$ cat src/rtl/serial_digit_writer.sv
module serial_digit_writer #(
  parameter int DIGITS = 10
) (
  input  logic                  clk,
  input  logic                  rst,
  input  logic                  shift_en,
  input  logic                  ser_data,
  input  logic                  wr_n,
  output logic                  accepted,
  output logic                  we_o,
  output logic [3:0]            addr_o,
  output logic [3:0]            code_o,
  output logic [1:0]            ann_o,
  output logic [DIGITS*6-1:0]   digits_o
);
  localparam int          FRAME = 10;
  localparam logic [3:0]  FULL  = 4'(FRAME);
  localparam logic [3:0]  OVER  = 4'(FRAME + 1);
  localparam logic [3:0]  LAST  = 4'(DIGITS - 1);

  logic [FRAME-1:0] sr;
  logic [3:0]       cnt;
  logic [5:0]       mem [DIGITS];

  wire [3:0] f_addr = sr[9:6];
  assign accepted = (cnt == FULL) && (f_addr <= LAST);

  always_ff @(posedge clk) begin
    if (rst) begin
      sr     <= '0;
      cnt    <= '0;
      we_o   <= 1'b0;
      addr_o <= '0;
      code_o <= '0;
      ann_o  <= '0;
      for (int i = 0; i < DIGITS; i++) mem[i] <= '0;
    end else begin
      we_o <= 1'b0;
      if (!wr_n) begin
        if (accepted) begin
          mem[f_addr] <= sr[5:0];
          we_o        <= 1'b1;
          addr_o      <= f_addr;
          code_o      <= sr[5:2];
          ann_o       <= sr[1:0];
        end
        sr  <= '0;
        cnt <= '0;
      end else if (shift_en) begin
        sr <= {ser_data, sr[FRAME-1:1]};
        if (cnt != OVER) cnt <= cnt + 4'd1;
      end
    end
  end

  for (genvar g = 0; g < DIGITS; g++) begin : g_out
    assign digits_o[6*g +: 6] = mem[g];
  end

  assert_reset_clear_R1: assert property (@(posedge clk)
    rst |=> (!accepted && !we_o && digits_o == '0));

  assert_write_clears_R8: assert property (@(posedge clk) disable iff (rst)
    !wr_n |=> !accepted);

  assert_commit_pulse_R6: assert property (@(posedge clk) disable iff (rst)
    (!wr_n && accepted) |=> (we_o && addr_o <= LAST));

  assert_discard_R7: assert property (@(posedge clk) disable iff (rst)
    (!wr_n && !accepted) |=> (!we_o && $stable(digits_o)));

  assert_accept_needs_shift_R3: assert property (@(posedge clk) disable iff (rst)
    $rose(accepted) |-> $past(shift_en && wr_n));

  assert_single_pulse_R6: assert property (@(posedge clk) disable iff (rst)
    we_o |=> !we_o);
endmodule

$ cat config.mk
export PLATFORM = sky130hd
export DESIGN_NAME = serial_digit_writer
export DESIGN_NICKNAME = d
export VERILOG_FILES = /design/src/rtl/serial_digit_writer.sv
export SDC_FILE = /design/constraint.sdc
export NUM_CORES = 1
export LEC_CHECK = 0
export ABC_AREA = 1
export BUFFER_PORTS_ARGS = -buffer_cell sky130_fd_sc_hd__buf_4
export CAP_MARGIN = 20
export CORE_MARGIN = 1.5
export CORE_UTILIZATION = 53
export DETAILED_ROUTE_END_ITERATION = 8
export GPL_ROUTABILITY_DRIVEN = 0
export GPL_TIMING_DRIVEN = 0
export PLACE_DENSITY_LB_ADDON = 0.1
export RECOVER_POWER = 100
export SETUP_SLACK_MARGIN = 0.15
export SYNTH_ARGS = -nofsm -noshare
export SYNTH_HDL_FRONTEND = slang
export SYNTH_SLANG_ARGS = --single-unit
$ cat constraint.sdc
create_clock -name clk -period 2.4 [get_ports clk]
set_input_delay 0.12 -clock clk [delete_from_list [all_inputs] [get_ports clk]]
set_output_delay 0.12 -clock clk [all_outputs]
set_load 0.02 [all_outputs]
; After elaboration in Yosys (flattened, before gate mapping)
; Memory sizes are Yosys's and may differ from the RTL's.
; Cells that the tools add are included.
[totals]
output_inout_bits = 72
word_cells = 26
ram_bits = 60
mem_count = 1
register_bits = 25
mem_bits_ro = 0
latchBits = 0
input_bits = 5
[memory_table]
columns = name, depth, word_bits, read_ports, rd_ports_with_merged_regs, write_ports, line_no
row1 = mem, 10, 6, 10, 0, 10, 23  ; logic [5:0] mem [DIGITS];
[classes]
n_addsub = 1
n_reduce_logical = 5
multipliers = 0
n_shift = 0
n_div = 0
muxes = 9
magnitude_cmp = 1
n_bitwise = 1
n_eq_ne = 2
[op_table]
columns = op, count
row1 = $mux W1, 7
row2 = $mux W6, 1
row3 = $reduce_or A6 Y1, 1
row4 = $add A4 B1 Y4 const B, 1
row5 = $eq A4 B4 Y1 const B, 1
row6 = $le A4 B4 Y1 const B, 1
row7 = $mux W4, 1
row8 = $ne A4 B4 Y1 const B, 1
row9 = $reduce_and A2 Y1, 2
row10 = $reduce_or A2 Y1, 1
row11 = $logic_and A1 B1 Y1, 1
row12 = $not A1 Y1, 1

; Logic depth before layout (Yosys ltp)
; Gate-level depths: netlist of run 1.
[depth]
depth_word = 8
mapped_depth = 10
ltp_nobuf = 8

; Worst setup path after synthesis of run 1
; Ideal clock, no wire load.
[synth_path]
path_kind = register to register
start = register cnt[1]
end = memory mem[0][0], enable pin
setup_slack_ps = 512
arrival_time_ps = 1569
t_required_ps = 2082
path_stages_with_launch = 8
period_less_slack_ps = 1888
path_cell_list = dfxtp_1 -> ha_1 -> nand3_1 -> nor2_4 -> nand4_1 -> nor2_1 -> nand2_1 -> nand2_1
[synth_lines]
columns = element, line_no
row1 = "start, declared", 22  ; logic [3:0] cnt;
row2 = "start signal, assigned", 51  ; if (cnt != OVER) cnt <= cnt + 4'd1;
row3 = "end, declared", 23

==> metrics, run 1 <==
status finished clean; dpl cells roughly 420; FP Rows 28; syn avg cell area ~12 µm²; placed cell area about 3900 µm²; clock slew at reported path FFs 0.08 ns; Worst-Margin Slew between 0.6 and 0.7 ns; total die area 6607 µm²; # diodes 0; main area contributors after synthesis edfxtp_1 (55%), dfxtp_1 (15%), nor2_1 (7.4%); Hold Path Class input pin to register; multi-input logic area 755.7 µm²; register area 2302 µm²; via count ~2200; Seq/Total Area, Yosys between 70% and 80%; CP Capture Type register; Max-Slew Margin vs Limit 58.46%; min Tclk post-route ~2.1 ns; asr flop ratio synth 0%; Num CTS Buffers 9; Max Cap Violations 0; Crit Path Category register to register; Synth Area in Adders less than 1%; final worst-path cycle share 89.46%; post-synthesis cell type count 23; Yosys reg bits 85; # setup viols final 0; PortBufs 76; Mapped Area 3248 µm²; maximum number of pins on one net before global-route repair 16; DRT iter0 DRCs 157; part of the power in combinational logic between 5 and 6%; worst path arrival time 2.19 ns; Crit path required time about 2.4 ns; top_reg_cell synth edfxtp_1; simple-gate portion of the synthesized area between 10% and 20%; Power Dens Cells between 700 and 800 nW/µm²; Clock power frac between 30% and 40%; leading area contributor after synthesis edfxtp_1; Sink Count 85; sequential power share 61.2%; fraction of layout cells with a size suffix above 1 between 8 and 9%; final hold vios 0; Post-Syn Instances around 270; post-CTS setup buffer count 0; VDD IR max 415.3 µV; Setup TNS 0 ns; Total Power about 2.7 mW; worst hold slack ~0.055 ns; RSZ-0062 raised after global routing false; final net count around 370; LEAKAGE 1.334 nW; Die Span Y between 80 and 90 µm; Crit Path Max Fanout 10; DR WL/cell between 10 and 15 µm; vias per cell around 5; Core Region between 5000 and 6000 µm²; Setup crit start kind register; most common cell in the netlist nor2_1; Worst-Skew Late Latency 0.35 ns; switching power approximately 0.64 mW; H-tree depth 3; TritonCTS clock tree yes; DRC 0; pins over their slew limit 0; DR pass1 iterations 4; final non-filler cell total between 400 and 500; clock root buffer master clkbuf_8; IO Pins 77; Yosys warnings 0; number of synthesized flops with an enable pin 60; timing-limited maximum frequency approximately 470 MHz; largest family of logic cells by synthesized area simple AND/OR/NAND/NOR gates; top cell type's share of synthesized area between 50% and 60%; remaining antenna violation count 0; pre-CTS setup slack 0.2922 ns; multiplexer share of the synthesized area 0%; GRT overflow 0; total track usage about a fifth; Final HPWL DP approximately 4500 µm; P&R area growth vs syn 15.76%; Die W between 80 and 90 µm; FILL cells ~530; Final Skew 0.008914 ns; share of the core filled with cells ~64%; Compound-Gate Fraction of Synth Area between 3 and 4%; number of global-route vias before repair 1991; Design Area, Final about 3800 µm²; setup ws final between 0.2 and 0.3 ns; global-route wire length before repair ~9700 µm; initial antenna violation count 0; internal cell power between 2 and 2.5 mW; top post-synthesis cells by count nor2_1 (64), edfxtp_1 (60), nand2_1 (42); initial core utilization 54.86%; final wirelength around 6500 µm; Clock Path Buffers 2; Switching Share around a quarter; XOR/XNOR Fraction of Synth Area 0%; Syn Nets 280
## cells by family (layout without fill, tap and decap cells)
group | count (synthesis) | in the layout
AO/OA/AOI/OAI | 22 | 22
adder cells (fa/ha/maj) | 2 | 2
buffers and inverters | 29 | 121
flip-flops | 85 | 85
AND/OR/NAND/NOR | 135 | 135
## state kept, by name (all words and copies together) (netlist names)
| name | count |
|---|---|
| addr_o | 4 |
| sr | 10 |
| mem | 60 |
| we_o | 1 |
| ann_o | 2 |
| cnt | 4 |
| code_o | 4 |
## final timing paths
check                               from        end  slack (ns)  depth (start not counted)
worst min-delay path            ser_data      sr[9]        0.06                          3
worst max-delay path              cnt[1]  mem[7][1]        0.25                          8
worst max register to register    cnt[1]  mem[7][1]        0.25                          8
worst min register to register     sr[9]  addr_o[3]        0.46                          2
## worst max-delay path, stage by stage, from the launching register on
cell     delay, ns
dfxtp_1       0.40
ha_1          0.17
nand3_1       0.11
nor2_4        0.20
nand2_1       0.15
nor2_4        0.18
buf_12        0.16
nand4_2       0.18
nand2_1       0.27
## cells in the final DEF, fill, tap and decap left out, drive strengths merged
master and instances:
a21oi 12, nor2 66, nand4 9, buf 5, edfxtp 60, inv 17
clkinv 3, dfxtp 25, o21ai 8, clkbuf 92, and2 1, a211oi 1
nand2 46, ha 2, clkinvlp 4, nand3 13, o2111ai 1
## power by group through the flow
| stage | Clock (mW) | Combinational [mW] | Sequential [mW] |
|---|---|---|---|
| 6_report | 0.887 | 0.142 | 1.62 |
| 5_1_grt | 0.952 | 0.154 | 1.63 |
| 4_1_cts | 0.906 | 0.176 | 1.62 |
| 3_5_place_dp | 0 | 0.176 | 1.66 |
| 3_3_place_gp | 0 | 0.172 | 1.66 |
| 2_1_floorplan | 0 | 0.0439 | 1.71 |
## routing by layer
metal	global-route usage (%)	routed length [µm]
met1	26.03	2713
met2	33.88	3289
met4	7.759	46
met5	0	0
met3	4.719	479
## final cells by class
| class | count | share of cell area, % |
|---|---|---|
| clock inverters | 7 | 1.364 |
| well taps | 75 | 2.496 |
| multi-input cells | 159 | 20.10 |
| plain buffers | 12 | 1.830 |
| repair buffers | 76 | 7.987 |
| inverters | 17 | 1.697 |
| flip-flops and latches | 85 | 61.23 |
| clock buffers | 9 | 3.295 |
## timing repair
| action | in CTS | in global routing |
|---|---|---|
| hold buffers | 0 | 0 |
| resized for setup | 0 | 4 |
| setup endpoints to repair | 0 | 24 |
Power figures use the tool's default switching activity.
==> run 2: changes to the inputs <==
- CORE_UTILIZATION: 53 -> 36
==> run 2 against run 1 <==
  * First-iteration DRC count decreased by 13%
  * Flip-flop and latch count stayed put
  * Clock-buffer cell count rose by 1
  * Critical endpoint is now mem[7][5]
  * Largest power group unchanged
  * Highest routed layer unchanged
==> metrics, run 2 (synthesis results as in run 1) <==
status finished clean; Power Dens Cells 765.9 nW/µm² (+8.6%); multi-input logic area 755.7 µm² (unchanged); GRT overflow 0 (unchanged); Top reg by flops mem; via count 2176 (-1.4%); timing-limited maximum frequency 466.4 MHz (+0.14%); Crit Path Category register to register; total die area 9601 µm² (+45%); initial antenna violation count 0 (unchanged); commonest non-fill, non-tap cell in the layout clkbuf_1; maximum number of pins on one net before global-route repair 15 (-1); global-route wire length before repair 10870 µm (+12%); Hold Path Origin ser_data; final net count 367 (unchanged); H-tree depth 3 (unchanged); min Tclk post-route 2.144 ns (-0.002982 ns); Core Region 8721 µm² (+47%); initial core utilization 37.25% (-18 points); total track usage 15.26% (-5.2 points); VDD IR max 286.3 µV (-31%); Largest regs mem x60, sr x10; PortBufs 76 (unchanged); PostCTS Resize Cnt 0 (unchanged); DRT iter0 DRCs 136 (-13%); IO Pins 77 (unchanged); Critical Path, Cell by Cell ha_1 -> nand3_1 -> nor2_4 -> nand2_1 -> nor2_4 -> buf_12 -> nand4_2 -> nand2_1; CP Capture Type register; delay-heaviest family, CP simple AND/OR/NAND/NOR gates; LEAKAGE 1.375 nW (+3.1%); Critical path buffers and inverters 1 (unchanged); Num CTS Buffers 9 (unchanged); Setup crit start kind register; Worst-Skew Late Latency 0.36 ns (about the same); worst setup path start cnt[1]; Clock Path Buffers 2 (unchanged); post-CTS setup buffer count 0 (unchanged); commonest cells after routing, fill and taps aside clkbuf_1 (80), nor2_1 (64), edfxtp_1 (60), nand2_1 (46), dfxtp_1 (25); worst path arrival time 2.19 ns (about the same); final non-filler cell total 473 (+7.5%); DRC 0 (unchanged); DR pass1 iterations 4 (unchanged); Final Skew 0.01002 ns (+0.001109 ns); Setup TNS 0 ns (unchanged); # setup viols final 0 (unchanged); RSZ-0062 raised after global routing false; Crit Reg-Reg Startpoint cnt[1]; register area 2302 µm² (unchanged); GR Layer Usage met3 5.440% (+0.72 points); remaining antenna violation count 0 (unchanged); Die W 97.99 µm (+21%); hold path endpoint sr[9]; clock root buffer master clkbuf_8; R2R Path End mem[7][5]; vias per cell 4.600 (-8.2%); P&R area growth vs syn 18.99%; Max-Slew Margin vs Limit 54.81% (-3.7 points); Worst path slowest cell dfxtp_1; Die Span Y 97.99 µm (+21%); met2 usage 24.40% (-9.5 points); CP max stage delay 0.40 ns (about the same); R2R Setup Slk 0.26 ns (about the same); cts hold-fix bufs 0 (unchanged); TritonCTS clock tree yes; pins over their slew limit 0 (unchanged); final wirelength 7003 µm (+7.3%); Crit Path Max Fanout 10 (unchanged); Largest register FFs 60 (unchanged); Crit path required time 2.44 ns (about the same); Max Cap Violations 0 (unchanged); number of global-route vias before repair 2056 (+3.3%); final hold vios 0 (unchanged); gr busiest metal met2; r2r worst-path depth 8 (unchanged); Sink Count 85 (unchanged); FILL cells 882 (+68%); clock slew at reported path FFs 0.08 ns (about the same); FP Rows 34 (+21%); fraction of layout cells with a size suffix above 1 8.219% (unchanged); DR WL/cell 14.81 µm (-0.21%); final worst-path cycle share 89.34% (-0.12 points); Worst-Margin Slew 0.6779 ns (+0.05478 ns); hold depth 3 (unchanged); Final HPWL DP 4678 µm (+2.8%); dpl cells 457 (+7.8%); Hold Path Class input pin to register; met1 Use GR 18.93% (-7.1 points); # diodes 0 (unchanged)
run 2: cell types whose count changed in the layout (fill, tap and decap cells not counted), sizes merged:
cell	before	now
clkbuf	92	93
inv	17	16
bufinv	0	3
clkinvlp	4	1
run 2: layout make-up:
| type | instances | share of cell area [%] |
|---|---|---|
| Clock inverter | 6 | 2.881 |
| Clock buffer | 10 | 3.302 |
| Tap cell | 108 | 3.496 |
| Multi-Input combinational cell | 159 | 19.55 |
| Timing Repair Buffer | 76 | 7.769 |
| Sequential cell | 85 | 59.57 |
| Buffer | 12 | 1.781 |
| Inverter | 17 | 1.651 |
run 2: through the flow:
stage / area (µm²) / power (mW) / worst slack, ns / util (%) / hold WS (ns)
5_1_grt: 3865 / 3.065 / 0.1079 / 44.32 / 0.09296
3_5_place_dp: 3954 / 1.834 / 0.2658 / 45.34 / 0.4065
4_1_cts: 4193 / 3.021 / 0.2562 / 48.08 / 0.02850
3_3_place_gp: 3954 / 1.832 / 0.2563 / 45.34 / 0.4108
2_1_floorplan: 3248 / 1.751 / 0.5122 / - / 0.3026
6_report: 3865 / 2.960 / 0.2559 / 44.32 / 0.04903
run 2: layer usage:
metal | part of all wire, % | vias to the layer above
li1 | - | 1100
met1 | 46 | 1015
met2 | 48 | 53
met3 | 5.6 | 8
met4 | 1.1 | 0
met5 | 0 | -
run 2: worst max-delay path by stage:
stage	endpoint	slack, ns	cells past startpoint
final	mem[7][5]	0.26	8
after CTS	mem[1][3]	0.26	7
after floorplan	mem[0][0]	0.51	7
after global routing	mem[7][5]	0.11	8
after detailed placement	mem[1][4]	0.27	7
after global placement	mem[1][4]	0.26	7
run 2: where the power goes:
group / switching, mW / total (mW) / internal [mW]
combinational: 0.113 / 0.142 / 0.0285
sequential: 0.0168 / 1.62 / 1.61
clock: 0.505 / 1.20 / 0.692
total: 0.635 / 2.96 / 2.33
run 2: worst reg2reg max path, stage by stage (launching register included):
cell     delay [ns]
dfxtp_1        0.40
ha_1           0.18
nand3_1        0.12
nor2_4         0.21
nand2_1        0.14
nor2_4         0.17
buf_12         0.16
nand4_2        0.18
nand2_1        0.28
==> run 3: changes to the inputs <==
- TNS_END_PERCENT: unset -> 50
- clock period: 2.4 -> 2.69 ns (I/O delays scaled with it)
==> run 3 against run 2 <==
  * First-iteration DRC count is 18% lower
  * Cell count stayed put
  * Sequential power is 10% lower
  * Die area stayed put
  * Register-to-register slack better by 0.14 ns
  * Utilization is 0.057 points higher
  * Sequential share of layout area is 0.077 points lower
  * Non-clock buffer count stayed put
  * Power is 11% lower
  * Fmax is 6.4% lower
  * Final area is 0.13% higher
  * Clock-buffer cell count stayed put
  * Critical endpoint is now mem[2][2]
  * Largest cell class unchanged
==> metrics, run 3 (synthesis results as in run 1) <==
H-tree depth 3 (unchanged); Max-Slew Margin vs Limit 55.20% (+0.39 points); DR pass1 iterations 4 (unchanged); IO Pins 77 (unchanged); VDD IR max 255.7 µV (-11%); initial core utilization 37.25% (unchanged); Die W 97.99 µm (unchanged); commonest cells after routing, fill and taps aside clkbuf_1 (83), nor2_1 (65), edfxtp_1 (60), nand2_1 (45), dfxtp_1 (25); hold depth 3 (unchanged); Setup TNS 0 ns (unchanged); cts hold-fix bufs 0 (unchanged); DRC 0 (unchanged); post-CTS setup buffer count 0 (unchanged); setup ws final 0.3981 ns (+0.1422 ns); Num CTS Buffers 9 (unchanged); Max Cap Violations 0 (unchanged); PostCTS Resize Cnt 0 (unchanged); Die Span Y 97.99 µm (unchanged); Design Area, Final 3870 µm² (+0.13%); initial antenna violation count 0 (unchanged); DR WL/cell 14.75 µm (-0.39%); CP max stage delay 0.40 ns (about the same); TritonCTS clock tree yes; vias per cell 4.628 (+0.60%); final net count 367 (unchanged); FP Rows 34 (unchanged); min Tclk post-route 2.292 ns (+0.1478 ns); pins over their slew limit 0 (unchanged); PortBufs 76 (unchanged); Top reg by flops mem; remaining antenna violation count 0 (unchanged); number of global-route vias before repair 2056 (unchanged); clock slew at reported path FFs 0.08 ns (about the same); Setup crit start kind register; Crit Path Max Fanout 10 (unchanged); Worst-Margin Slew 0.6720 ns (-0.005855 ns); Final Skew 0.01336 ns (+0.003333 ns); RSZ-0062 raised after global routing false; pre-CTS setup slack 0.5558 ns (+0.2900 ns); Clock Path Buffers 2 (unchanged); Worst-Skew Late Latency 0.36 ns (about the same); P&R area growth vs syn 19.14%; Crit Path Category register to register; Largest register FFs 60 (unchanged); final wirelength 6976 µm (-0.39%); worst path arrival time 2.50 ns (+0.31 ns); Hold Path Class input pin to register; Final HPWL DP 4678 µm (unchanged); r2r worst-path depth 9 (+1); # diodes 0 (unchanged); # setup viols final 0 (unchanged); Crit path required time 2.90 ns (+0.46 ns); Sink Count 85 (unchanged); status finished clean; Power Dens Cells 683.8 nW/µm² (-11%); maximum number of pins on one net before global-route repair 15 (unchanged); via count 2189 (+0.60%); fraction of layout cells with a size suffix above 1 7.397% (-0.82 points); LEAKAGE 1.391 nW (+1.1%); timing-limited maximum frequency 436.3 MHz (-6.4%); total track usage 15.26% (unchanged); Critical Path, Cell by Cell ha_1 -> nand3_1 -> nor2_4 -> nand2_1 -> nor2_1 -> buf_12 -> nand2_1 -> clkbuf_1 -> nor2_1; placed cell area 3954 µm² (unchanged); CP Capture Type register; Core Region 8721 µm² (unchanged); FILL cells 879 (-0.34%); clock root buffer master clkbuf_8; worst hold slack 0.06312 ns (+0.01408 ns); Largest regs mem x60, sr x10; DRT iter0 DRCs 111 (-18%); global-route wire length before repair 10870 µm (unchanged); final hold vios 0 (unchanged); final worst-path cycle share 85.20% (-4.1 points); GRT overflow 0 (unchanged); commonest non-fill, non-tap cell in the layout clkbuf_1; total die area 9601 µm² (unchanged); Worst path slowest cell dfxtp_1
## run 3: area by class of cell
type                    instances  area (µm²)  share of cell area (%)
flip-flops and latches         85        2302                   59.49
clock buffers                  10       127.6                   3.298
clock inverters                 6       111.4                   2.877
inverters                      17       63.81                   1.649
multi-input cells             159       764.5                   19.75
well taps                     108       135.1                   3.492
repair buffers                 76       300.3                   7.759
plain buffers                  12       65.06                   1.681
## run 3: final timing paths
| kind | slack, ns | startpoint | end |
|---|---|---|---|
| max | 0.40 | cnt[1] | mem[2][2] |
| min | 0.06 | ser_data | sr[9] |
| max reg2reg | 0.40 | cnt[1] | mem[2][2] |
| min reg2reg | 0.46 | sr[9] | addr_o[3] |
## run 3: through the flow
step	utilization (%)	cells	power, mW
after floorplan	-	273	1.562
after global placement	45.34	457	1.635
after detailed placement	45.34	457	1.636
after CTS	48.08	473	2.695
after global routing	44.38	473	2.735
final	44.38	473	2.646
## run 3: critical path: cells and delay by family (launching register included)
kind                     cells  cell delay, ns
buffers and inverters        2            0.51
flip-flops                   1            0.40
AND/OR/NAND/NOR              6            1.05
adder cells (fa/ha/maj)      1            0.18
## run 3: routing by layer
metal / track usage (%) / routed length, µm / vias up
li1: - / - / 1100
met1: 18.93 / 3182 / 1024
met2: 24.40 / 3279 / 57
met4: 5.934 / 91 / 0
met3: 5.440 / 422 / 8
met5: 0 / 0 / -
## run 3: report_power, final
group | switching (mW) | leakage (nW) | internal (mW)
registers | 0.0153 | 0.810 | 1.43
clock network | 0.455 | 0.116 | 0.617
logic | 0.101 | 0.464 | 0.0254
total | 0.572 | 1.39 | 2.07
